<file path="config.mk">
export PLATFORM = sky130hd
export DESIGN_NAME = dma_ready_gen
export DESIGN_NICKNAME = d
export VERILOG_FILES = /design/src/rtl/dma_ready_pkg.sv /design/src/rtl/dma_ready_ctrl.sv /design/src/rtl/dma_ready_dp.sv /design/src/rtl/dma_ready_gen.sv
export SDC_FILE = /design/constraint.sdc
export NUM_CORES = 1
export LEC_CHECK = 0
export BUFFER_PORTS_ARGS = -buffer_cell sky130_fd_sc_hd__clkbuf_2
export CORE_AREA = 2 2 39 41
export CTS_BUF_LIST = sky130_fd_sc_hd__clkbuf_8
export CTS_CLUSTER_SIZE = 12
export DETAILED_ROUTE_END_ITERATION = 7
export DIE_AREA = 0 0 41 43
export GPL_TIMING_DRIVEN = 0
export PLACE_DENSITY = 0.81
export SLEW_MARGIN = 10
export SYNTH_ARGS = -nofsm -noshare
export SYNTH_HDL_FRONTEND = slang
export SYNTH_SLANG_ARGS = --single-unit
</file>
<file path="constraint.sdc">
create_clock -name clk -period 1 [get_ports clk]
set_input_delay 0 -clock clk [delete_from_list [all_inputs] [get_ports clk]]
set_output_delay 0 -clock clk [all_outputs]
set_load 0.02 [all_outputs]
</file>
<file path="src/rtl/dma_ready_pkg.sv">
package dma_ready_pkg;

  typedef enum logic [1:0] {
    MODE_NOFIFO = 2'd0,
    MODE_FIFO   = 2'd1,
    MODE_DMA    = 2'd2
  } rdyMode_e;

  typedef struct packed {
    rdyMode_e mode;
    logic     setReq;   // trigger reached or timeout
    logic     clrReq;   // receive FIFO empty
    logic     modeChg;  // control bits differ from last cycle
  } rdyStrobe_t;

endpackage

</file>
<file path="src/rtl/dma_ready_ctrl.sv">
module dma_ready_ctrl
  import dma_ready_pkg::*;
#(
  parameter int LVL_W = 8
) (
  input  logic             clk,
  input  logic             rst_n,
  input  logic             fifoEn,
  input  logic             dmaMode,
  input  logic [LVL_W-1:0] rxLevel,
  input  logic [LVL_W-1:0] rxTrigLevel,
  input  logic             rxTimeout,
  output rdyStrobe_t       strobe
);

  logic prevFifoEn;
  logic prevDmaMode;

  always_ff @(posedge clk or negedge rst_n) begin
    if (!rst_n) begin
      prevFifoEn  <= 1'b0;
      prevDmaMode <= 1'b0;
    end else begin
      prevFifoEn  <= fifoEn;
      prevDmaMode <= dmaMode;
    end
  end

  always_comb begin
    if (!fifoEn)       strobe.mode = MODE_NOFIFO;
    else if (!dmaMode) strobe.mode = MODE_FIFO;
    else               strobe.mode = MODE_DMA;
    strobe.setReq  = (rxLevel >= rxTrigLevel) || rxTimeout;
    strobe.clrReq  = (rxLevel == '0);
    strobe.modeChg = (fifoEn != prevFifoEn) || (dmaMode != prevDmaMode);
  end

endmodule

</file>
<file path="src/rtl/dma_ready_dp.sv">
module dma_ready_dp
  import dma_ready_pkg::*;
#(
  parameter int DEPTH = 128,
  parameter int LVL_W = 8
) (
  input  logic             clk,
  input  logic             rst_n,
  input  rdyStrobe_t       strobe,
  input  logic             rxHoldFull,
  input  logic             txHoldFull,
  input  logic [LVL_W-1:0] rxLevel,
  input  logic [LVL_W-1:0] txLevel,
  output logic             rxRdyN,
  output logic             txRdyN
);

  localparam logic [LVL_W-1:0] FULL_LVL = LVL_W'(DEPTH);

  logic burstFlag;
  logic burstNext;
  logic rxNext;
  logic txNext;

  // hysteresis flag: mode change clears, then set beats clear
  always_comb begin
    if (strobe.mode != MODE_DMA || strobe.modeChg) burstNext = 1'b0;
    else if (strobe.setReq)                         burstNext = 1'b1;
    else if (strobe.clrReq)                         burstNext = 1'b0;
    else                                            burstNext = burstFlag;
  end

  always_comb begin
    unique case (strobe.mode)
      MODE_NOFIFO: begin
        rxNext = !rxHoldFull;
        txNext = txHoldFull;
      end
      MODE_FIFO: begin
        rxNext = (rxLevel == '0);
        txNext = (txLevel != '0);
      end
      default: begin
        rxNext = !burstNext;
        txNext = (txLevel >= FULL_LVL);
      end
    endcase
  end

  always_ff @(posedge clk or negedge rst_n) begin
    if (!rst_n) begin
      burstFlag <= 1'b0;
      rxRdyN    <= 1'b1;
      txRdyN    <= 1'b1;
    end else begin
      burstFlag <= burstNext;
      rxRdyN    <= rxNext;
      txRdyN    <= txNext;
    end
  end

endmodule

</file>
<file path="src/rtl/dma_ready_gen.sv">
module dma_ready_gen
  import dma_ready_pkg::*;
#(
  parameter int DEPTH = 128,
  parameter int LVL_W = $clog2(DEPTH + 1)
) (
  input  logic             clk,
  input  logic             rst_n,
  input  logic             fifoEn,
  input  logic             dmaMode,
  input  logic             rxHoldFull,
  input  logic             txHoldFull,
  input  logic [LVL_W-1:0] rxLevel,
  input  logic [LVL_W-1:0] rxTrigLevel,
  input  logic             rxTimeout,
  input  logic [LVL_W-1:0] txLevel,
  output logic             rxRdyN,
  output logic             txRdyN
);

  rdyStrobe_t strobe;

  dma_ready_ctrl #(.LVL_W(LVL_W)) u_ctrl (
    .clk        (clk),
    .rst_n      (rst_n),
    .fifoEn     (fifoEn),
    .dmaMode    (dmaMode),
    .rxLevel    (rxLevel),
    .rxTrigLevel(rxTrigLevel),
    .rxTimeout  (rxTimeout),
    .strobe     (strobe)
  );

  dma_ready_dp #(.DEPTH(DEPTH), .LVL_W(LVL_W)) u_dp (
    .clk       (clk),
    .rst_n     (rst_n),
    .strobe    (strobe),
    .rxHoldFull(rxHoldFull),
    .txHoldFull(txHoldFull),
    .rxLevel   (rxLevel),
    .txLevel   (txLevel),
    .rxRdyN    (rxRdyN),
    .txRdyN    (txRdyN)
  );

endmodule

</file>
* Word level (Yosys, flattened, before mapping)
Index checks and enable logic that the tools add are counted.
** Cells by class
- Magnitude comparators :: 2
- Equality and inequality tests :: 4
- Muxes and demuxes :: 7
- Reduce and logical (&&, ||, !) cells :: 8
** Operators by type and width (count)
- $ge 8x8->1 :: 1
- $ge 8x8->1 const B :: 1
- $logic_not 8->1 :: 1
- $reduce_bool 8->1 :: 1
- $mux 2 :: 2
- $pmux 1 s2 :: 2
- $logic_or 1x1->1 :: 3
- $mux 1 :: 3
- $eq 2x1->1 const B :: 1
- $logic_not 1->1 :: 2
- $logic_not 2->1 :: 1
- $ne 1x1->1 :: 2
- $ne 2x2->1 const B :: 1
** Storage, ports and cells
- Register bits :: 5
- Bits of input ports :: 31
- Logic and storage cells :: 26

* Logic depth before layout (Yosys ltp)
Gate-level depths: netlist of the first run.
- Depth after elaboration :: 7
- Mapped depth :: 7
- Mapped depth without buffers :: 7

* Modules after synthesis
Synthesis of the first run repeated with hierarchy kept, for this count alone.
** Second synthesis, totals
- Cells, all modules :: 50
- Area, all modules :: 462.9 sq um
** By module, submodules not included
- dma_ready_ctrl :: instances 1, cells each 34, area each 291.5 sq um, seq. area each 50.0 sq um
- dma_ready_dp :: instances 1, cells each 16, area each 171.4 sq um, seq. area each 77.6 sq um

* Worst setup path before layout of the first run
Ideal clock, no wire load.
- Kind :: input -> register
- Start point :: input rxTrigLevel[5]
- End point :: register u_dp.rxRdyN
- Arrival time :: 1.101 ns
- Slack :: -0.165 ns
- Cell stages on the path :: 7
- Buffers on the path :: 0
- Cells stage by stage :: inv_1 > ha_1 > a211oi_1 > nor2_1 > a2111oi_4 > a21oi_2 > nor2_2
** Between the ends
- Word-level cells in the longest chain between the ends :: 6
** RTL lines
- from (decl) :: line dma_ready_gen.sv:14 : input logic [LVL_W-1:0] rxTrigLevel,
- $ge 8x8->1 :: line dma_ready_ctrl.sv:33 : strobe.setReq = (rxLevel >= rxTrigLevel) || rxTimeout;
- $logic_or 1x1->1 :: line dma_ready_ctrl.sv:33
- $mux 1 :: line dma_ready_dp.sv:28 : else if (strobe.setReq) burstNext = 1'b1;
- $mux 1 :: line dma_ready_dp.sv:27 : if (strobe.mode != MODE_DMA || strobe.modeChg) burstNext = 1'b0;
- via u_dp.burstNext :: line dma_ready_dp.sv:21 : logic burstNext;
- $logic_not 1->1 :: line dma_ready_dp.sv:44 : rxNext = !burstNext;
- $pmux 1 s2 :: line dma_ready_dp.sv:34 : unique case (strobe.mode)
- via u_dp.rxNext :: line dma_ready_dp.sv:22 : logic rxNext;
- to (signal assigned) :: line dma_ready_dp.sv:57 : rxRdyN <= rxNext;
- to (decl) :: line dma_ready_dp.sv:14 : output logic rxRdyN,
The timed path passes the listed nets, and every way through them passes these cells.

* Worst setup path after layout of the first run
- Start point :: register u_dp.burstFlag
- End point :: register u_dp.rxRdyN
** Between the ends
- Word-level cells in the longest chain between the ends :: 5
** RTL lines
- from (decl) :: line dma_ready_dp.sv:20 : logic burstFlag;
- from (signal assigned) :: line dma_ready_dp.sv:56 : burstFlag <= burstNext;
- $mux 1 :: line dma_ready_dp.sv:29 : else if (strobe.clrReq) burstNext = 1'b0;
- $mux 1 :: line dma_ready_dp.sv:28
- $mux 1 :: line dma_ready_dp.sv:27
- via u_dp.burstNext :: line dma_ready_dp.sv:21
- $logic_not 1->1 :: line dma_ready_dp.sv:44
- $pmux 1 s2 :: line dma_ready_dp.sv:34
- via u_dp.rxNext :: line dma_ready_dp.sv:22
The timed path passes the listed nets, and every way through them passes these cells.

==> flow_summary_export.csv, run 1 <==
group,metric,value,unit
synthesis,postSynthCellCount,46,
detailed_routing,drtIter0Drc,1,
global_routing,globalRouteMet2Util,0.272,
pwr,leakagePower,0.387,nW
worst_setup_path,required,1.16,ns
cts,path_clk_slew,0.03,ns
place,numPortBuffers,32,
sta,max_freq,1060,MHz
global_routing,antenna_found_initial,0,
global_routing,grt_pass1_wl,1.81,mm
sta,whs,0.0295,ns
sta,rsz0062_at_grt,"yes",
sta,finClkSkew,0.0000702,ns
sta,tightestPinTransition,0.258,ns
worst_setup_path,path_buf_inv,0,
synthesis,yosysSeqAreaShare,0.293,
floorplan,core_area,0.00138,sq mm
sta,setup_viol,0,
global_routing,grt_use_met1,0.127,
cts,clock_sinks,5,
sta,drv_slew,0,
global_routing,grt_max_degree,7,
final_layout,diodes,0,
status,status,"complete, no violations",
cts,cts_tree,"yes",
synthesis,syn-num-nets,85,
detailed_routing,route.vias.total,491,
final_layout,drive_gt1_frac,0.558,
run,drv_cap,0,
place,dpl.hpwl,920,microns
synthesis,yosysUniqueCellTypes,20,
worst_setup_path,cp_slowest_stage_delay,0.39,ns
worst_setup_path,path_class,"flip-flop to flip-flop",
synthesis,synth_top_area_frac,0.230,
global_routing,grt_pass1_vias,496,
detailed_routing,via_per_inst,4.81,
detailed_routing,postRouteAntennaNets,0,
worst_setup_path,startpoint_type,"flip-flop",
synthesis,synth.area.top_cells,"ha_1 23%, dfrtp_1 17%, dfstp_2 12%, inv_1 7.8%, a2111oi_4 6.3%",
synthesis,synthAdderAreaFrac,0.230,
synthesis,synthMuxAreaShare,0,
worst_setup_path,cp.depth,3,
cts,cts_max_level,1,
worst_hold_path,min_path_type,"input port to flip-flop",
synthesis,synthXorXnorAreaFrac,0,
final_layout,final_util,0.541,
final_layout,syn_to_final_growth,71.8,%
synthesis,synth_top_family_by_area,"adder cells",
sta,setup_tns,0,ns
floorplan,rows,14,
worst_setup_path,rr_worst_depth,3,
synthesis,avgSynthCellArea,9.47,sq um
cts,clockBufferDepth,2,
floorplan,ios,33,
detailed_routing,drc,0,
worst_setup_path,crit_path_max_fanout,2,
floorplan,die_width,41,microns
worst_setup_path,path_cells,"a2111oi_4, a21oi_2, nor2_2",
synthesis,ys_warn_count,0,
synthesis,synth-simple-area-share,0.201,
final_layout,final_nets,126,
synthesis,synth_largest_area_cell,"ha_1",
detailed_routing,drtPass1Iterations,4,
worst_setup_path,crit_arrival,1.10,ns
worst_hold_path,hold_depth,3,
synthesis,synth-compound-area-share,0.198,
worst_setup_path,cp_slowest_cell,"dfrtp_1",
cts,postCtsSetupBuffers,0,
worst_setup_path,end_kind,"flip-flop",
place,gp_congestion,0.740,
pwr,power_density,1070,mW/mm^2
synthesis,syn_area,435,sq um
sta,fin_crit_sh,0.943,
cts,clock-root-buffer,"clkbuf_8",
worst_setup_path,crit_family,"compound AO/OA/AOI/OAI gates",
cts,numCtsBuffers,3,
detailed_routing,wl_per_cell,10.2,microns
global_routing,use_met3,0.0785,
floorplan,die_h,43,microns
synthesis,ys_ff_latch,5,
sta,fin_crit,0.943,ns
global_routing,busiest_layer,"met2",
floorplan,initial_utilization,0.315,
floorplan,die_area,0.00176,sq mm
global_routing,grtUsageTotal,0.157,
sta,max-slew-margin-rel,0.828,
cts,worstSkewPairLatency,0.22,ns
sta,hold_violations,0,
global_routing,grt-ovfl-total,0,
detailed_routing,drt-total-wl,1.04,mm
pwr,ir_drop,605,uV
-- sequential cells by signal (all words and copies together) (netlist names) --
register / cells
u_dp.rxRdyN: 1
u_ctrl.prevDmaMode: 1
u_ctrl.prevFifoEn: 1
u_dp.txRdyN: 1
u_dp.burstFlag: 1
-- final cells by class --
| class | instances | area (sq um) |
|---|---|---|
| clock inverters | 1 | 3.75 |
| inverters | 9 | 33.8 |
| well taps | 16 | 20.0 |
| fillers | 121 | 636 |
| clock buffers | 3 | 41.3 |
| multi-input cells | 32 | 322 |
| repair buffers | 36 | 200 |
| flip-flops and latches | 5 | 128 |
-- cell usage in the layout, fill, tap and decap left out --
cell type and count:
clkbuf_2 32, inv_1 9, ha_1 7, nor2_1 4, dlygate4sd3_1 4, clkbuf_8 3, dfrtp_1 3, a21oi_1 2
o21ai_0 2, a2111oi_4 2, nand4_1 2, nor4_2 2, a21oi_2 2, dfstp_2 2, nor4_1 1, nor3_1 1
inv_2 1, nand2b_4 1, a211o_1 1, nand2_1 1, a211oi_2 1, or2b_1 1, nor2_2 1, ha_4 1
-- cell usage after synthesis --
| library cell | number |
|---|---|
| inv_1 | 9 |
| ha_1 | 8 |
| nor2_1 | 4 |
| a21oi_1 | 3 |
| dfrtp_1 | 3 |
| dfstp_2 | 2 |
| nand4_1 | 2 |
| nor4_2 | 2 |
| o21ai_0 | 2 |
| a2111oi_0 | 1 |
| a2111oi_4 | 1 |
| a211o_1 | 1 |
| a211oi_1 | 1 |
| a21oi_2 | 1 |
| nand2_1 | 1 |
| nand2b_1 | 1 |
| nor2_2 | 1 |
| nor3_1 | 1 |
| nor4_1 | 1 |
| or2b_1 | 1 |
-- final timing paths --
| kind | endpoint | slack (ns) | startpoint |
|---|---|---|---|
| max | u_dp.rxRdyN$_DFF_PN1_ | 0.06 | u_dp.burstFlag$_DFF_PN0_ |
| min | u_dp.txRdyN$_DFF_PN1_ | 0.03 | txLevel[7] |
| max reg2reg | u_dp.rxRdyN$_DFF_PN1_ | 0.06 | u_dp.burstFlag$_DFF_PN0_ |
| min reg2reg | u_dp.burstFlag$_DFF_PN0_ | 0.56 | u_ctrl.prevDmaMode$_DFF_PN0_ |
| max in group asynchronous | u_dp.rxRdyN$_DFF_PN1_ | 0.65 | rst_n |
| min in group asynchronous | u_ctrl.prevDmaMode$_DFF_PN0_ | 0.13 | rst_n |
-- through the flow --
stage | instance area, sq um | total power, mW | std cells | setup WS [ns]
after floorplan | 479 | 0.336 | 46 | 0.0130
after global placement | 659 | 0.424 | 94 | -0.139
after detailed placement | 659 | 0.432 | 94 | -0.145
after CTS | 744 | 0.818 | 102 | 0.0466
after global routing | 748 | 0.859 | 102 | -0.00466
final | 748 | 0.803 | 102 | 0.0575
-- timing repair --
item / in CTS / in global routing
setup endpoints to repair: 0 / 1
hold buffers: 4 / 0
resized for setup: 0 / 1
endpoints found under the hold margin: 8 / 0
-- routing by layer --
| metal | part of all wire | vias up | wire length [microns] |
|---|---|---|---|
| li1 | - | 246 | - |
| met1 | 0.35 | 212 | 362 |
| met2 | 0.50 | 29 | 519 |
| met3 | 0.13 | 4 | 130 |
| met4 | 0.026 | 0 | 27 |
| met5 | 0 | - | 0 |
-- worst reg2reg max path: cells and delay by family (launching register included) --
kind | cells | cell delay [ns]
AO/OA/AOI/OAI | 2 | 0.41
flip-flops | 1 | 0.39
AND/OR/NAND/NOR | 1 | 0.08
-- kinds of logic (layout without fill, tap and decap cells) --
group                      Yosys count  in the layout
DFF                                  5              5
buffers and inverters                9             49
adders and majority gates            8              8
and+or+nand+nor                     14             14
AOI/OAI and AO/OA                   10             10
-- power by group --
group	internal [mW]	total [mW]	switching, mW
registers	0.220	0.223	0.00359
clock network	0.263	0.361	0.0984
logic	0.119	0.219	0.100
total	0.601	0.803	0.202
(Power assumes the default switching activity.)
==> run 2: changes to the inputs <==
PLACE_DENSITY = 0.79   (was 0.81)
clock period = 1.2 ns   (was 1 ns; I/O delays follow)
==> run 2 against run 1 <==
First-iteration DRC count is the same. Non-clock buffer count unchanged. Count of clock-buffer cells in the layout unchanged. Total power decreased by 19%. Utilization down 2.6 points. Clock skew is 0.0019 ns higher.
==> flow_summary_export.csv, run 2 (synthesis gave the netlist of run 1 again) <==
group,metric,value,unit
sta,setup_tns,0,ns
cts,clockBufferDepth,2,
final_layout,multi_input_comb_area,285,sq um
cts,path_clk_slew,0.04,ns
worst_setup_path,required,1.36,ns
sta,fin_crit,1.10,ns
detailed_routing,drtPass1Iterations,2,
floorplan,die_area,0.00176,sq mm
final_layout,mostFrequentLayoutCell,"clkbuf_2",
final_layout,final_cell_area,712,sq um
sta,finClkSkew,0.00196,ns
status,status,"complete, no violations",
final_layout,final_nets,126,
final_layout,layout_common_cells,"32 x clkbuf_2, 10 x inv_1, 8 x ha_1",
pwr,ir_drop,336,uV
global_routing,grtUsageTotal,0.119,
sta,rsz0062_at_grt,"no",
detailed_routing,route.vias.total,470,
global_routing,grt_pass1_vias,394,
worst_setup_path,startpoint_type,"input port",
worst_setup_path,end_kind,"flip-flop",
floorplan,core_area,0.00138,sq mm
detailed_routing,drc,0,
global_routing,grt_max_degree,7,
sta,max-slew-margin-rel,0.821,
pwr,leakagePower,0.383,nW
cts,cts_max_level,1,
place,placed_cell_area,616,sq um
sta,drv_slew,0,
global_routing,antenna_found_initial,0,
cts,worstSkewPairLatency,0.22,ns
detailed_routing,drtIter0Drc,1,
cts,cts_tree,"yes",
place,numPortBuffers,32,
detailed_routing,via_per_inst,4.61,
final_layout,drive_gt1_frac,0.512,
final_layout,diodes,0,
floorplan,rows,14,
place,gp_congestion,0.728,
detailed_routing,postRouteAntennaNets,0,
worst_setup_path,path_class,"input port to flip-flop",
sta,hold_violations,0,
worst_hold_path,min_path_type,"input port to flip-flop",
global_routing,grt_pass1_wl,1.39,mm
worst_setup_path,crit_path_max_fanout,2,
sta,tightestPinTransition,0.269,ns
final_layout,fillers,126,
sta,max_freq,912,MHz
place,dpl.hpwl,822,microns
cts,clock_sinks,5,
detailed_routing,wl_per_cell,9.84,microns
cts,numCtsBuffers,3,
detailed_routing,drt-total-wl,1.00,mm
sta,fin_crit_sh,0.914,
sta,setup_viol,0,
global_routing,grt-ovfl-total,0,
final_layout,regArea,128,sq um
cts,postCtsSetupBuffers,0,
floorplan,die_width,41,microns
pwr,power_density,910,mW/mm^2
cts,clock-root-buffer,"clkbuf_8",
floorplan,ios,33,
run,drv_cap,0,
final_layout,syn_to_final_growth,63.5,%
floorplan,initial_utilization,0.315,
sta,whs,0.0273,ns
final_layout,final_util,0.514,
floorplan,die_h,43,microns
worst_setup_path,crit_arrival,1.26,ns
-- run 2: cell count changes in the layout (fill, tap and decap cells not counted) --
cell / previous run / this run
inv_2: 1 / 0
a2111oi_4: 2 / 1
ha_4: 1 / 0
a21oi_1: 2 / 3
ha_1: 7 / 8
nand2b_4: 1 / 0
a21oi_2: 2 / 1
a2111oi_2: 0 / 1
nand2b_1: 0 / 1
inv_1: 9 / 10
-- run 2: what timing repair did --
item	in CTS	in global routing
endpoints found under the setup margin	0	2
hold endpoints to repair	8	0
hold buffers	4	0
resized for setup	0	3
-- run 2: report_power, final --
group          switching, mW  internal [mW]  leakage [nW]
logic                 0.0748         0.0871         0.298
clock network         0.0815          0.219        0.0269
registers            0.00252          0.183        0.0581
-- run 2: per-layer routing --
metal / track usage / part of all wire / vias up
li1: - / - / 243
met1: 0.116 / 0.35 / 201
met2: 0.203 / 0.53 / 24
met3: 0.0314 / 0.11 / 2
met4: 0.0800 / 0.010 / 0
met5: 0 / 0 / -
-- run 2: worst paths after layout --
check / from / to / slack, ns / cells past startpoint
worst max-delay path: rxLevel[5] / u_dp.rxRdyN$_DFF_PN1_ / 0.10 / 7
worst min-delay path: txLevel[7] / u_dp.txRdyN$_DFF_PN1_ / 0.03 / 3
worst max register to register: u_dp.burstFlag$_DFF_PN0_ / u_dp.rxRdyN$_DFF_PN1_ / 0.23 / 3
worst min register to register: u_ctrl.prevDmaMode$_DFF_PN0_ / u_dp.burstFlag$_DFF_PN0_ / 0.54 / 2
max in group asynchronous: rst_n / u_dp.rxRdyN$_DFF_PN1_ / 0.86 / 2
min in group asynchronous: rst_n / u_dp.burstFlag$_DFF_PN0_ / 0.13 / 2
-- run 2: cell type report --
type / count / share of cell area
Clock inverter: 1 / 0.00527
Sequential cell: 5 / 0.179
Multi-Input combinational cell: 32 / 0.401
Timing Repair Buffer: 36 / 0.281
Clock buffer: 3 / 0.0580
Inverter: 9 / 0.0475
Tap cell: 16 / 0.0281
-- run 2: worst max-delay path, cell delays in order --
cell and delay (ns):
clkbuf_2 0.10, ha_1 0.31, a211oi_2 0.20, nor2_1 0.10, a2111oi_4 0.34, a21oi_2 0.11, nor2_2 0.10
-- run 2: stage by stage --
stage               setup WS (ns)  cells  power [mW]
floorplan                  0.0350     46       0.255
global placement           -0.143     94       0.326
detailed placement         -0.168     94       0.330
CTS                        0.0520    102       0.648
global route               0.0234    102       0.693
finish                      0.103    102       0.648
